$ cat src/rtl/sctl_pkg.sv
`timescale 1ns/1ps
package sctl_pkg;
  localparam int ADDR_W    = 2;
  localparam int DATA_W    = 8;
  localparam int FRAME_LEN = ADDR_W + DATA_W;
  localparam int EAR_W     = 4;

  typedef enum logic [ADDR_W-1:0] {
    REG_CTL_A = 2'd0,
    REG_VOL_P = 2'd1,
    REG_EAR   = 2'd2,
    REG_CTL_B = 2'd3
  } reg_addr_e;

  localparam logic [DATA_W-1:0] CTL_A_RST = 8'hEC;
  localparam logic [DATA_W-1:0] VOL_P_RST = 8'h88;
  localparam logic [EAR_W-1:0]  EAR_RST   = 4'h4;
  localparam logic [DATA_W-1:0] CTL_B_RST = 8'hD8;

  typedef struct packed {
    logic osc;
    logic rxmsk;
    logic voice;
  } pwr_t;

  function automatic pwr_t pwr_decode(input logic [1:0] pbits);
    logic [1:0] mode;
    pwr_t p;
    mode    = 2'd3 - pbits;
    p.osc   = (mode != 2'd0);
    p.rxmsk = (mode >= 2'd2);
    p.voice = (mode == 2'd3);
    return p;
  endfunction
endpackage

$ cat src/rtl/sctl_sync.sv
`timescale 1ns/1ps
module sctl_sync #(
  parameter int           N       = 3,
  parameter int           STAGES  = 2,
  parameter logic [N-1:0] RST_VAL = '0
) (
  input  logic         clk,
  input  logic         rst_n,
  input  logic [N-1:0] d,
  output logic [N-1:0] q,
  output logic [N-1:0] q_prev
);
  logic [STAGES-1:0][N-1:0] stg_q;

  always_ff @(posedge clk or negedge rst_n) begin
    if (!rst_n) begin
      stg_q  <= {STAGES{RST_VAL}};
      q_prev <= RST_VAL;
    end else begin
      stg_q[0] <= d;
      for (int i = 1; i < STAGES; i++) stg_q[i] <= stg_q[i-1];
      q_prev <= stg_q[STAGES-1];
    end
  end

  assign q = stg_q[STAGES-1];
endmodule

$ cat src/rtl/sctl_wr.sv
`timescale 1ns/1ps
module sctl_wr
  import sctl_pkg::*;
(
  input  logic              clk,
  input  logic              rst_n,
  input  logic              sclk_rise,
  input  logic              dir_rise,
  input  logic              dir_fall,
  input  logic              dir_hi,
  input  logic              din,
  output logic              cmt_vld,
  output logic [ADDR_W-1:0] cmt_addr,
  output logic [DATA_W-1:0] cmt_data
);
  localparam int CNT_W = $clog2(FRAME_LEN + 2);
  localparam logic [CNT_W-1:0] CNT_SAT = CNT_W'(FRAME_LEN + 1);

  logic [FRAME_LEN-1:0] sh_q;
  logic [CNT_W-1:0]     cnt_q;

  always_ff @(posedge clk or negedge rst_n) begin
    if (!rst_n) begin
      sh_q  <= '0;
      cnt_q <= '0;
    end else if (dir_rise) begin
      cnt_q <= '0;
    end else if (sclk_rise && dir_hi) begin
      sh_q <= {sh_q[FRAME_LEN-2:0], din};
      if (cnt_q != CNT_SAT) cnt_q <= cnt_q + 1'b1;
    end
  end

  assign cmt_vld  = dir_fall && (cnt_q == CNT_W'(FRAME_LEN));
  assign cmt_addr = sh_q[FRAME_LEN-1 -: ADDR_W];
  assign cmt_data = sh_q[DATA_W-1:0];

  // the bit counter saturates one past a full frame
  a_r3_cnt_bound: assert property (@(posedge clk) disable iff (!rst_n)
    cnt_q <= CNT_SAT);
  // a new write window starts a fresh count
  a_r2_cnt_clear: assert property (@(posedge clk) disable iff (!rst_n)
    dir_rise |=> (cnt_q == '0));
endmodule

$ cat src/rtl/sctl_regs.sv
`timescale 1ns/1ps
module sctl_regs
  import sctl_pkg::*;
(
  input  logic              clk,
  input  logic              rst_n,
  input  logic              cmt_vld,
  input  logic [ADDR_W-1:0] cmt_addr,
  input  logic [DATA_W-1:0] cmt_data,
  output logic [DATA_W-1:0] ctl_a,
  output logic [DATA_W-1:0] vol_p,
  output logic [EAR_W-1:0]  ear,
  output logic [DATA_W-1:0] ctl_b,
  output logic              test_flag
);
  always_ff @(posedge clk or negedge rst_n) begin
    if (!rst_n) begin
      ctl_a     <= CTL_A_RST;
      vol_p     <= VOL_P_RST;
      ear       <= EAR_RST;
      ctl_b     <= CTL_B_RST;
      test_flag <= 1'b0;
    end else if (cmt_vld) begin
      unique case (reg_addr_e'(cmt_addr))
        REG_CTL_A: ctl_a <= cmt_data;
        REG_VOL_P: vol_p <= cmt_data;
        REG_EAR: begin
          ear       <= cmt_data[EAR_W-1:0];
          test_flag <= ~&cmt_data[DATA_W-1:EAR_W];
        end
        REG_CTL_B: ctl_b <= cmt_data;
        default: ;
      endcase
    end
  end

  // register contents move only on a commit
  a_r12_hold_regs: assert property (@(posedge clk) disable iff (!rst_n)
    !cmt_vld |=> $stable({ctl_a, vol_p, ear, ctl_b, test_flag}));
  // the test flag rises only from a commit to address 2
  a_r6_test_src: assert property (@(posedge clk) disable iff (!rst_n)
    $rose(test_flag) |-> $past(cmt_vld && (cmt_addr == REG_EAR)));
endmodule

$ cat src/rtl/sctl_rd.sv
`timescale 1ns/1ps
module sctl_rd
  import sctl_pkg::*;
(
  input  logic              clk,
  input  logic              rst_n,
  input  logic              sclk_rise,
  input  logic              dir_rise,
  input  logic              dir_hi,
  input  logic              rx_valid,
  output logic              rx_ready,
  input  logic [DATA_W-1:0] rx_data,
  output logic              byte_avail,
  output logic              sdo,
  output logic              sdo_oe
);
  localparam int IDX_W = $clog2(DATA_W);
  localparam logic [IDX_W-1:0] IDX_LAST = IDX_W'(DATA_W - 1);

  logic [DATA_W-1:0] byte_q;
  logic [IDX_W-1:0]  idx_q;
  logic              full_q;
  logic              oe_q;

  always_ff @(posedge clk or negedge rst_n) begin
    if (!rst_n) begin
      byte_q <= '0;
      idx_q  <= '0;
      full_q <= 1'b0;
      oe_q   <= 1'b0;
    end else begin
      oe_q <= ~dir_hi;
      if (!full_q) begin
        if (rx_valid) begin
          byte_q <= rx_data;
          full_q <= 1'b1;
          idx_q  <= '0;
        end
      end else if (dir_rise) begin
        idx_q <= '0;
      end else if (sclk_rise && !dir_hi) begin
        if (idx_q == IDX_LAST) begin
          full_q <= 1'b0;
          idx_q  <= '0;
        end else begin
          idx_q <= idx_q + 1'b1;
        end
      end
    end
  end

  assign rx_ready   = ~full_q;
  assign byte_avail = full_q;
  assign sdo        = full_q ? byte_q[IDX_LAST - idx_q] : 1'b0;
  assign sdo_oe     = oe_q;

  // a held byte is never overwritten
  a_r9_hold_byte: assert property (@(posedge clk) disable iff (!rst_n)
    full_q |=> $stable(byte_q));
  // the buffer empties only through a read clock with the strobe low
  a_r10_pop_in_read: assert property (@(posedge clk) disable iff (!rst_n)
    $fell(full_q) |-> $past(sclk_rise && !dir_hi));
  // a strobe rise rewinds the read position
  a_r11_restart_msb: assert property (@(posedge clk) disable iff (!rst_n)
    (dir_rise && full_q) |=> (idx_q == '0));
endmodule

$ cat src/rtl/sctl_port.sv
`timescale 1ns/1ps
module sctl_port
  import sctl_pkg::*;
#(
  parameter int SYNC_STAGES = 2
) (
  input  logic       clk,
  input  logic       rst_n,
  input  logic       ser_clk,
  input  logic       ser_dir,
  input  logic       ser_din,
  output logic       ser_dout,
  output logic       ser_dout_oe,
  input  logic       rx_valid,
  output logic       rx_ready,
  input  logic [7:0] rx_data,
  output logic       byte_avail,
  output logic       pwr_osc_en,
  output logic       pwr_rxmsk_en,
  output logic       pwr_voice_en,
  output logic       flag_sel,
  output logic       frame_hunt_off,
  output logic       scr_bypass,
  output logic       tx_msk_off,
  output logic       tx_path_sel,
  output logic       rx_path_sel,
  output logic       ear_sel,
  output logic       carrier_sel,
  output logic       frame_pat_sel,
  output logic       emph_on,
  output logic       comp_on,
  output logic [3:0] vol_mic,
  output logic [3:0] vol_mod,
  output logic [3:0] vol_demod,
  output logic [2:0] vol_ear,
  output logic       test_mode
);
  localparam int B_CLK = 0;
  localparam int B_DIR = 1;
  localparam int B_DIN = 2;

  logic [2:0]        s_q, s_prev;
  logic              sclk_rise, dir_rise, dir_fall;
  logic              cmt_vld;
  logic [ADDR_W-1:0] cmt_addr;
  logic [DATA_W-1:0] cmt_data;
  logic [DATA_W-1:0] ctl_a, vol_p, ctl_b;
  logic [EAR_W-1:0]  ear;
  pwr_t              pwr;

  sctl_sync #(.N(3), .STAGES(SYNC_STAGES), .RST_VAL(3'b010)) u_sync (
    .clk(clk), .rst_n(rst_n), .d({ser_din, ser_dir, ser_clk}),
    .q(s_q), .q_prev(s_prev));

  assign sclk_rise = s_q[B_CLK] & ~s_prev[B_CLK];
  assign dir_rise  = s_q[B_DIR] & ~s_prev[B_DIR];
  assign dir_fall  = ~s_q[B_DIR] & s_prev[B_DIR];

  sctl_wr u_wr (
    .clk(clk), .rst_n(rst_n), .sclk_rise(sclk_rise), .dir_rise(dir_rise),
    .dir_fall(dir_fall), .dir_hi(s_q[B_DIR]), .din(s_q[B_DIN]),
    .cmt_vld(cmt_vld), .cmt_addr(cmt_addr), .cmt_data(cmt_data));

  sctl_regs u_regs (
    .clk(clk), .rst_n(rst_n), .cmt_vld(cmt_vld), .cmt_addr(cmt_addr),
    .cmt_data(cmt_data), .ctl_a(ctl_a), .vol_p(vol_p), .ear(ear),
    .ctl_b(ctl_b), .test_flag(test_mode));

  sctl_rd u_rd (
    .clk(clk), .rst_n(rst_n), .sclk_rise(sclk_rise), .dir_rise(dir_rise),
    .dir_hi(s_q[B_DIR]), .rx_valid(rx_valid), .rx_ready(rx_ready),
    .rx_data(rx_data), .byte_avail(byte_avail), .sdo(ser_dout),
    .sdo_oe(ser_dout_oe));

  assign pwr            = pwr_decode(ctl_a[6:5]);
  assign pwr_osc_en     = pwr.osc;
  assign pwr_rxmsk_en   = pwr.rxmsk;
  assign pwr_voice_en   = pwr.voice;
  assign flag_sel       = ctl_a[7];
  assign frame_hunt_off = ctl_a[4];
  assign scr_bypass     = ctl_a[3];
  assign tx_msk_off     = ctl_a[2];
  assign tx_path_sel    = ctl_a[1];
  assign rx_path_sel    = ctl_a[0];
  assign vol_mod        = vol_p[7:4];
  assign vol_mic        = vol_p[3:0];
  assign ear_sel        = ear[3];
  assign vol_ear        = ear[2:0];
  assign comp_on        = ctl_b[7];
  assign emph_on        = ctl_b[6];
  assign frame_pat_sel  = ctl_b[5];
  assign carrier_sel    = ctl_b[4];
  assign vol_demod      = ctl_b[3:0];

  // voice power never without the receive and oscillator domains
  a_r8_pwr_nest: assert property (@(posedge clk) disable iff (!rst_n)
    (pwr_voice_en |-> pwr_rxmsk_en) and (pwr_rxmsk_en |-> pwr_osc_en));
endmodule

$ cat config.mk
export PLATFORM = sky130hd
export DESIGN_NAME = sctl_port
export DESIGN_NICKNAME = d
export VERILOG_FILES = /design/src/rtl/sctl_pkg.sv /design/src/rtl/sctl_sync.sv /design/src/rtl/sctl_wr.sv /design/src/rtl/sctl_regs.sv /design/src/rtl/sctl_rd.sv /design/src/rtl/sctl_port.sv
export SDC_FILE = /design/constraint.sdc
export NUM_CORES = 1
export LEC_CHECK = 0
export BUFFER_PORTS_ARGS = -buffer_cell sky130_fd_sc_hd__buf_2
export CORE_MARGIN = 3
export CORE_UTILIZATION = 25
export DETAILED_ROUTE_END_ITERATION = 16
export SYNTH_ARGS = -nofsm -noshare
export SYNTH_HDL_FRONTEND = slang
export SYNTH_HIERARCHICAL = 1
export SYNTH_SLANG_ARGS = --single-unit
$ cat constraint.sdc
create_clock -name clk -period 1.6 [get_ports clk]
set_input_delay 0 -clock clk [delete_from_list [all_inputs] [get_ports clk]]
set_output_delay 0 -clock clk [all_outputs]
set_load 0.05 [all_outputs]
==> results of run 1 <==
## worst max-delay path, delay by kind of cell, from the launching register on
| kind | cells | cell delay [ps] |
|---|---|---|
| flops | 1 | 530 |
| buf+inv | 1 | 160 |
| mux | 1 | 300 |
| simple gates | 3 | 540 |
## power breakdown
part / leakage, nW / switching, W / internal [W]
Sequential: 0.793 / 0.000175 / 0.00179
Combinational: 0.848 / 0.000218 / 0.000327
Clock: 0.0996 / 0.000590 / 0.000804
## cells in the final DEF (no fill, tap or decap), types with 3 or more instances in the layout
cell	count
sky130_fd_sc_hd__dfrtp_1	48
sky130_fd_sc_hd__buf_2	46
sky130_fd_sc_hd__mux2_2	32
sky130_fd_sc_hd__mux2_4	18
sky130_fd_sc_hd__dfstp_2	15
sky130_fd_sc_hd__dlygate4sd3_1	13
sky130_fd_sc_hd__clkbuf_8	11
sky130_fd_sc_hd__buf_4	10
sky130_fd_sc_hd__nor2_1	7
sky130_fd_sc_hd__inv_1	6
sky130_fd_sc_hd__mux2i_1	5
sky130_fd_sc_hd__ha_1	4
sky130_fd_sc_hd__buf_6	3
sky130_fd_sc_hd__nor2b_1	3
sky130_fd_sc_hd__o32ai_1	3
## through the flow
step / cell area, um^2 / hold slack, ps / setup slack [ps]
after global placement: 3190 / 38.1 / -46.2
after floorplan: 2690 / -296 / -43.6
after CTS: 3570 / 213 / -94.3
after global routing: 3580 / 269 / -103
after detailed placement: 3190 / 38.2 / -61.1
final: 3580 / 222 / -46.9
## what timing repair did
| action | CTS | global route |
|---|---|---|
| resized for setup | 15 | 2 |
| hold buffers | 13 | 0 |
| pin swaps | 2 | 1 |
| endpoints found under the setup margin | 9 | 23 |
| endpoints found under the hold margin | 78 | 0 |
## registers in the layout (all words and copies together) (netlist names), 2 cells and up
register       cells
u_regs/ctl_b       8
u_rd/byte_q        8
u_regs/ear         4
u_wr/cnt_q         4
u_regs/ctl_a       8
u_rd/idx_q         3
u_sync/stg_q       3
u_wr/sh_q         10
u_regs/vol_p       8
u_sync/q_prev      2
u_sync/q           3
## worst min path at each step
stage / slack [ps] / end / cells past startpoint
6_report: 220 / u_rd/byte_q[7]$_DFFE_PN0P_ / 3
5_1_grt: 270 / u_rd/byte_q[7]$_DFFE_PN0P_ / 3
4_1_cts: 210 / u_rd/byte_q[7]$_DFFE_PN0P_ / 3
3_5_place_dp: 40 / u_rd/byte_q[7]$_DFFE_PN0P_ / 2
3_3_place_gp: 40 / u_rd/byte_q[7]$_DFFE_PN0P_ / 2
2_1_floorplan: -300 / u_rd/byte_avail$_DFF_PN0_ / 0
## routing by layer
layer	share of wire, %	global-route usage [%]
met1	43	11.5
met2	49	14.6
met3	5.5	3.37
met4	2.7	5.34
met5	0	0
## area by class of cell
cell class	count	area [um^2]	area share (%)
well taps	136	170	4.75
clock buffers	13	159	4.44
repair buffers	74	509	14.2
flip-flops and latches	64	1620	45.3
multi-input cells	98	1050	29.3
inverters	7	30.0	0.839
clock inverters	3	42.5	1.19
==> parameters.txt, run 1 <==
Parameter                              Value

Job
  MaxCap Viol Count    0

Cells and area
  Final core occ    34.7%
  Antenna diode count    0
  NumNets Final    272
  Post-route insts no fill    395
  Area growth from synthesis to layout    34.6%
  Number of filler instances in the final layout    992
  Fraction of layout instances using a drive strength above 1    59.1%

Global routing
  Initial antenna violation count    0
  Largest net degree at the start of global routing    65
  Via count of the first global-routing pass    1725
  Remaining Overflow, GRT    0
  First-pass GRT wire length    8.56 mm
  Global-route usage over all layers    9.50%

Hold path
  Path type of the worst min-delay path    in2async

CTS
  CTS root buffer    sky130_fd_sc_hd__clkbuf_8
  Total clock sinks    64
  Clock network latency to the later pin of the worst-skew pair    330 ps
  Clock-pin transition on the worst setup and hold timing paths    70 ps
  TritonCTS clock tree    yes
  Worst-case clock buffer depth    2
  Number of buffers created by CTS    9
  Total number of H-tree levels    3
  Post-CTS Setup Inserts    0

Power
  Worst vdd ir    0.394 mV
  Cell leakage power    1.74 nW
  Design Power    0.00391 W
  Power density relative to cell area    1090 mW/mm^2

Worst setup path
  Setup slack, reg-to-reg    -50 ps
  Arr. time, crit path    1860 ps
  CP endpoint    u_regs/ctl_a[0]$_DFFE_PN0P_
  Critical path fanouts, max    4
  End of the worst register-to-register path    u_regs/ctl_a[0]$_DFFE_PN0P_
  Critical Path Max Stage Delay    530 ps
  Slowest cell on the critical path    sky130_fd_sc_hd__dfstp_2
  Req. time, crit path    1810 ps
  Endpoint class of the critical path    register
  CP cell instances    nor2b_4 -> and3_4 -> nor3b_4 -> buf_6 -> mux2_4
  First element of the critical path    u_sync/q_prev[1]$_DFF_PN1_
  Worst R2R Path Depth    5
  Type of the setup path with the least slack    reg2reg
  CP Launch Type    register
  Worst R2R Start    u_sync/q_prev[1]$_DFF_PN1_

Yosys
  Number of warning messages in the yosys log    6
  Mapped Nets    192
  Mapped Cells    174
  Area of the mapped netlist    0.00266 mm^2
  Average cell area after synthesis    15.3 um^2

STA
  Max-slew headroom at the worst pin    76.7%
  Number of endpoints with negative hold slack in the final report    0
  RSZ-0062 raised after global routing    yes
  Final setup violation count    4
  Final critical path time including I/O delays and setup    1650 ps
  Final Max Slew Viols    0
  Max Fclk    607 MHz
  Maximum clock skew at final layout    9.99 ps
  Setup tns final    -160 ps
  Final critical-path setup slack    -46.9 ps
  Final cycle utilization of the critical path    103%
  Slew at the pin closest to its max-slew limit    350 ps

Floorplan
  Die W    109 um
  Area of the die    0.0119 mm^2
  Floorplan core area    0.0103 mm^2
  FP Rows    37
  Effective utilization at floorplan    25.8%
  Number of top-level pins    48
  Die Ht    109 um

Route
  Number of design-rule violations left by the first detailed-router iteration    77
  Number of detailed-routing iterations run before antenna repair    4
  Number of nets still failing antenna checks after routing    0
  DR DRC count    0
  Wire length after detailed routing    5.11 mm
  Vias per std cell    4.18
  Drt wl/cell    12.9 um
  Detailed-route via count    1652

Placed design
  Number of placed instances with taps included    366
  Global placement routability congestion    0.737
  Estimated wirelength of the detail-placed design    3.55 mm
  PortBufs    47

Run status
  Status    complete, but fails checks
  Violations in the final reports    setup timing
Note: power is estimated with default switching activity, not from simulation.
==> run 2: changes to the inputs <==
--- a/config.mk
+++ b/config.mk
@@ -6,9 +6,13 @@
 export NUM_CORES = 1
 export LEC_CHECK = 0
 export BUFFER_PORTS_ARGS = -buffer_cell sky130_fd_sc_hd__buf_2
+export CELL_PAD_IN_SITES_DETAIL_PLACEMENT = 1
+export CELL_PAD_IN_SITES_GLOBAL_PLACEMENT = 1
 export CORE_MARGIN = 3
 export CORE_UTILIZATION = 25
 export DETAILED_ROUTE_END_ITERATION = 16
+export PLACE_DENSITY_LB_ADDON = 0.1
+export SLEW_MARGIN = 0
 export SYNTH_ARGS = -nofsm -noshare
 export SYNTH_HDL_FRONTEND = slang
 export SYNTH_HIERARCHICAL = 1
==> parameters.txt, run 2 (synthesis gave the netlist of run 1 again) <==
Parameter                              Value

Hold path
  Path type of the worst min-delay path    in2async

Cells and area
  Footprint of the multi-input gates    0.00105 mm^2 (+0.24%)
  Area growth from synthesis to layout    36.9%
  Number of filler instances in the final layout    1096 (+10%)
  Area used by sequential logic in the layout    0.00162 mm^2 (unchanged)
  Antenna diode count    0 (unchanged)
  Most common cell after layout, fill and taps aside    sky130_fd_sc_hd__dfrtp_1
  Fraction of layout instances using a drive strength above 1    60.8% (+1.8 points)
  Most frequent cells in the layout    sky130_fd_sc_hd__dfrtp_1, sky130_fd_sc_hd__buf_2, sky130_fd_sc_hd__mux2_2, sky130_fd_sc_hd__mux2_4, sky130_fd_sc_hd__dfstp_2
  NumNets Final    276 (+1.5%)
  Register with the most flip-flops    u_wr/sh_q
  Flip-flop count of the largest register after layout    10 (unchanged)

STA
  Final critical-path setup slack    -50.4 ps (-3.51 ps)
  Max-slew headroom at the worst pin    75.4% (-1.3 points)
  Max Fclk    606 MHz (-0.21%)
  Final setup violation count    7 (+3)
  Slew at the pin closest to its max-slew limit    369 ps (+19.8 ps)
  Number of endpoints with negative hold slack in the final report    0 (unchanged)
  Maximum clock skew at final layout    11.7 ps (+1.68 ps)
  RSZ-0062 raised after global routing    yes
  Final Max Slew Viols    0 (unchanged)
  Final critical path time including I/O delays and setup    1650 ps (+3.51 ps)
  Setup tns final    -157 ps (+2.65 ps)
  Final cycle utilization of the critical path    103% (+0.22 points)
  Smallest hold slack    187 ps (-35.5 ps)

Power
  Design Power    0.00398 W (+1.9%)
  Power density relative to cell area    1090 mW/mm^2 (+0.23%)
  Cell leakage power    1.78 nW (+2.1%)
  Worst vdd ir    0.438 mV (+11%)

CTS
  TritonCTS clock tree    yes
  Total number of H-tree levels    3 (unchanged)
  CTS root buffer    sky130_fd_sc_hd__clkbuf_8
  Number of buffers created by CTS    9 (unchanged)
  Clock network latency to the later pin of the worst-skew pair    340 ps (about the same)
  Clock-pin transition on the worst setup and hold timing paths    60 ps (about the same)
  Worst-case clock buffer depth    2 (unchanged)
  Total clock sinks    64 (unchanged)

Job
  MaxCap Viol Count    0 (unchanged)

Global routing
  Largest net degree at the start of global routing    65 (unchanged)
  Via count of the first global-routing pass    1862 (+7.9%)
  Remaining Overflow, GRT    0 (unchanged)
  Global-route usage over all layers    10.8% (+1.3 points)
  First-pass GRT wire length    9.66 mm (+13%)
  Initial antenna violation count    0 (unchanged)

Worst setup path
  Type of the setup path with the least slack    reg2out
  CP Launch Type    register
  Endpoint class of the critical path    primary output
  Critical path fanouts, max    2 (-2)
  Req. time, crit path    1600 ps (-210 ps)
  Arr. time, crit path    1650 ps (-210 ps)

Route
  Number of nets still failing antenna checks after routing    0 (unchanged)
  Drt wl/cell    14.6 um (+13%)
  Vias per std cell    4.24 (+1.3%)
  Detailed-route via count    1691 (+2.4%)
  Number of design-rule violations left by the first detailed-router iteration    47 (-39%)
  DR DRC count    0 (unchanged)
  Number of detailed-routing iterations run before antenna repair    4 (unchanged)
  Wire length after detailed routing    5.84 mm (+14%)

Floorplan
  Number of top-level pins    48 (unchanged)
  Effective utilization at floorplan    25.8% (unchanged)
  Die Ht    109 um (unchanged)
  Floorplan core area    0.0103 mm^2 (unchanged)
  Area of the die    0.0119 mm^2 (unchanged)
  Die W    109 um (unchanged)
  FP Rows    37 (unchanged)

Placed design
  Estimated wirelength of the detail-placed design    3.78 mm (+6.6%)
  Global placement routability congestion    0.658 (-11%)
  PortBufs    47 (unchanged)
  Dpl ws    -73.6 ps (-12.5 ps)

Run status
  Violations in the final reports    setup timing
  Status    complete, but fails checks
-- run 2: what timing repair did --
item	4_1_cts	5_1_grt
endpoints found under the hold margin	78	0
resized for setup	13	5
pin swaps	2	1
endpoints found under the setup margin	9	29
hold buffers	13	0
setup buffers	1	0
-- run 2: path summary, 6_finish.rpt --
path | cells past startpoint | slack [ps] | start | to
max | 4 | -50 | u_rd/idx_q[1]$_DFFE_PN0P_ | ser_dout
min reg2reg | 0 | 350 | u_sync/stg_q[0]$_DFF_PN0_ | u_sync/q[0]$_DFF_PN0_
min in group clk | 2 | 300 | ser_clk | u_sync/stg_q[0]$_DFF_PN0_
max in group asynchronous | 3 | 1050 | rst_n | u_regs/vol_p[7]$_DFFE_PN1P_
max reg2reg | 5 | -30 | u_sync/q_prev[1]$_DFF_PN1_ | u_regs/ctl_a[0]$_DFFE_PN0P_
min | 3 | 190 | rst_n | u_rd/byte_q[3]$_DFFE_PN0P_
-- run 2: layout make-up --
class                   instances  share of cell area [%]
multi-input cells              98                    28.9
clock inverters                 3                    1.10
clock buffers                  13                    4.64
well taps                     136                    4.67
flip-flops and latches         64                    44.5
inverters                       7                   0.824
repair buffers                 78                    15.4
-- run 2: where the power goes --
group          internal, W  switching (W)  total (W)
logic             0.000325       0.000212   0.000537
registers          0.00179       0.000192    0.00198
clock network     0.000843       0.000617    0.00146
total              0.00296        0.00102    0.00398
-- run 2: worst max-delay path: stages (launching register included) --
cell,delay [ps]
sky130_fd_sc_hd__dfrtp_1,370
sky130_fd_sc_hd__mux4_2,520
sky130_fd_sc_hd__o22ai_2,200
sky130_fd_sc_hd__a311oi_4,50
sky130_fd_sc_hd__buf_6,170
-- run 2: stage by stage --
step,cells,utilization [%],cell area [um^2]
finish,399,35.3,3640
global route,399,35.3,3640
CTS,400,35.3,3650
detailed placement,370,31.5,3250
global placement,370,31.5,3250
floorplan,174,-,2690
-- run 2: routing by layer --
layer  wire [um]  global-route usage (%)
met1        2880                    14.5
met2        2640                    16.1
met3         235                    3.20
met4          78                    4.54
met5           0                       0
==> run 3: changes to the inputs <==
--- a/config.mk
+++ b/config.mk
@@ -5,6 +5,7 @@
 export SDC_FILE = /design/constraint.sdc
 export NUM_CORES = 1
 export LEC_CHECK = 0
+export ABC_AREA = 1
 export BUFFER_PORTS_ARGS = -buffer_cell sky130_fd_sc_hd__buf_2
 export CELL_PAD_IN_SITES_DETAIL_PLACEMENT = 1
 export CELL_PAD_IN_SITES_GLOBAL_PLACEMENT = 1
==> parameters.txt, run 3 <==
Parameter                              Value

Global routing
  Remaining Overflow, GRT    0 (unchanged)
  First-pass GRT wire length    11.8 mm (+22%)
  Via count of the first global-routing pass    2359 (+27%)
  Largest net degree at the start of global routing    65 (unchanged)
  Global-route usage over all layers    11.7% (+0.93 points)
  Initial antenna violation count    0 (unchanged)

CTS
  CTS root buffer    sky130_fd_sc_hd__clkbuf_16
  Number of buffers created by CTS    9 (unchanged)
  Worst-case clock buffer depth    2 (unchanged)
  TritonCTS clock tree    yes
  Clock network latency to the later pin of the worst-skew pair    320 ps (-20 ps)
  Total clock sinks    64 (unchanged)
  Clock-pin transition on the worst setup and hold timing paths    60 ps (about the same)
  Total number of H-tree levels    3 (unchanged)

Floorplan
  Floorplan core area    0.0110 mm^2 (+6.4%)
  FP Rows    38 (+2.7%)
  Die W    113 um (+3.1%)
  Effective utilization at floorplan    25.8% (+0.059 points)
  Die Ht    113 um (+3.1%)
  Area of the die    0.0127 mm^2 (+6.3%)
  Number of top-level pins    48 (unchanged)

Worst setup path
  Worst R2R Start    u_sync/q_prev[1]$_DFF_PN1_
  Slowest cell on the critical path    sky130_fd_sc_hd__dfstp_2
  Most frequent cell on the critical path    sky130_fd_sc_hd__nand2_1
  Endpoint class of the critical path    register
  Setup slack, reg-to-reg    40 ps (+70 ps)
  Critical path fanouts, max    8 (+6)
  Arr. time, crit path    1760 ps (+110 ps)
  Critical Path Max Stage Delay    530 ps (about the same)
  Worst R2R Path Depth    9 (+4)
  First element of the critical path    u_sync/q_prev[1]$_DFF_PN1_
  CP cell instances    inv_2 -> nor2_2 -> nand2_1 -> nor3_2 -> buf_6 -> buf_12 -> nand3_4 -> nand2_1 -> nand2_1
  CP Launch Type    register
  Req. time, crit path    1800 ps (+200 ps)
  End of the worst register-to-register path    u_regs/vol_p[6]$_DFFE_PN0P_
  Type of the setup path with the least slack    reg2reg

STA
  Final setup violation count    0 (-7)
  Final cycle utilization of the critical path    97.3% (-5.9 points)
  Maximum clock skew at final layout    10.3 ps (-1.39 ps)
  Final Max Slew Viols    0 (unchanged)
  Number of endpoints with negative hold slack in the final report    0 (unchanged)
  Max Fclk    643 MHz (+6.0%)
  RSZ-0062 raised after global routing    yes
  Slew at the pin closest to its max-slew limit    671 ps (+302 ps)
  Final critical path time including I/O delays and setup    1560 ps (-94.0 ps)
  Max-slew headroom at the worst pin    55.3% (-20 points)

Placed design
  Number of placed instances with taps included    497 (+34%)
  Estimated wirelength of the detail-placed design    4.63 mm (+22%)
  Global placement routability congestion    0.700 (+6.3%)
  Instance area after placement    0.00325 mm^2 (about the same)
  PortBufs    47 (unchanged)

Cells and area
  Register with the most flip-flops    u_wr/sh_q
  Number of filler instances in the final layout    1301 (+19%)
  Fraction of layout instances using a drive strength above 1    32.1% (-29 points)
  Post-route insts no fill    530 (+33%)
  Area growth from synthesis to layout    32.3%
  Most common cell after layout, fill and taps aside    sky130_fd_sc_hd__nand2_1
  Final cell area excluding filler cells    0.00375 mm^2 (+3.1%)
  Flip-flop count of the largest register after layout    10 (unchanged)
  NumNets Final    403 (+46%)
  Most frequent cells in the layout    sky130_fd_sc_hd__nand2_1, sky130_fd_sc_hd__dfrtp_1, sky130_fd_sc_hd__buf_2, sky130_fd_sc_hd__inv_1, sky130_fd_sc_hd__nand3_1
  Antenna diode count    0 (unchanged)

Route
  Detailed-route via count    2249 (+33%)
  Wire length after detailed routing    7.04 mm (+21%)
  Number of detailed-routing iterations run before antenna repair    4 (unchanged)
  DR DRC count    0 (unchanged)
  Number of nets still failing antenna checks after routing    0 (unchanged)
  Drt wl/cell    13.3 um (-9.2%)
  Vias per std cell    4.24 (+0.13%)
  Number of design-rule violations left by the first detailed-router iteration    45 (-4.3%)

Hold path
  WHS Endpoint    u_rd/byte_avail$_DFF_PN0_
  Cells on Worst Hold Path    5
  Startpoint of the lowest-slack hold path    rx_valid
  Path type of the worst min-delay path    in2reg

Yosys
  Area of the mapped netlist    0.00284 mm^2 (+6.6%)
  Average cell area after synthesis    9.10 um^2 (-41%)
  Number of warning messages in the yosys log    6 (unchanged)
  Mapped Cells    312 (+79%)
  Mapped Nets    330 (+72%)

Power
  Cell leakage power    1.94 nW (+9.0%)
  Power density relative to cell area    1190 mW/mm^2 (+8.4%)
  Worst vdd ir    0.800 mV (+83%)

Job
  MaxCap Viol Count    0 (unchanged)

Run status
  Status    finished, final reports clean
[run 3: timing repair]
action / in CTS / in global routing
hold buffers: 12 / 0
pin swaps: 0 / 3
buffers inserted: 0 / 4
hold endpoints to repair: 68 / 0
resized for setup: 0 / 7
gates cloned: 0 / 1
endpoints found under the setup margin: 2 / 30
[run 3: report_power, final]
| group | internal, W | switching (W) | total, W |
|---|---|---|---|
| Sequential | 0.00175 | 0.000217 | 0.00196 |
| Combinational | 0.000170 | 0.000297 | 0.000467 |
| Clock | 0.00133 | 0.000692 | 0.00202 |
[run 3: worst max-delay path by stage]
| stage | end | cells after the start |
|---|---|---|
| after floorplan | u_regs/test_flag$_DFFE_PN0P_ | 8 |
| after global placement | u_regs/vol_p[1]$_DFFE_PN0P_ | 9 |
| after detailed placement | u_regs/ctl_b[2]$_DFFE_PN0P_ | 8 |
| after CTS | u_regs/ctl_b[2]$_DFFE_PN0P_ | 8 |
| after global routing | u_regs/vol_p[6]$_DFFE_PN0P_ | 9 |
| final | u_regs/vol_p[6]$_DFFE_PN0P_ | 9 |
[run 3: area by class of cell]
| class | count | area (um^2) | area share (%) |
|---|---|---|---|
| clock buffers | 13 | 270 | 7.20 |
| clock inverters | 3 | 40.0 | 1.07 |
| inverters | 38 | 143 | 3.80 |
| multi-input cells | 201 | 1020 | 27.1 |
| flip-flops and latches | 64 | 1620 | 43.2 |
| well taps | 140 | 175 | 4.67 |
| repair buffers | 71 | 487 | 13.0 |
[run 3: routing by layer]
layer	track usage [%]	routed length (um)
met1	15.6	3450
met2	18.3	3290
met3	2.91	206
met4	4.57	97
met5	0	0
[run 3: per-stage QoR]
| stage | worst slack [ps] | utilization [%] | hold slack [ps] | power [W] | setup TNS (ps) |
|---|---|---|---|---|---|
| final | 43.6 | 34.2 | 57.6 | 0.00445 | 0 |
| after global routing | -82.7 | 34.2 | 81.5 | 0.00469 | -1240 |
| after CTS | -7.00 | 33.5 | 39.7 | 0.00452 | -12.0 |
| after detailed placement | 8.74 | 29.6 | 52.3 | 0.00244 | 0 |
| after global placement | 63.6 | 29.6 | 54.6 | 0.00243 | 0 |
| after floorplan | 90.2 | - | -296 | 0.00221 | 0 |
[run 3: critical path: cells and delay by family, from the launching register on]
family | cells | cell delay, ps
AND/OR/NAND/NOR | 6 | 560
buffers and inverters | 3 | 330
flip-flops | 1 | 530
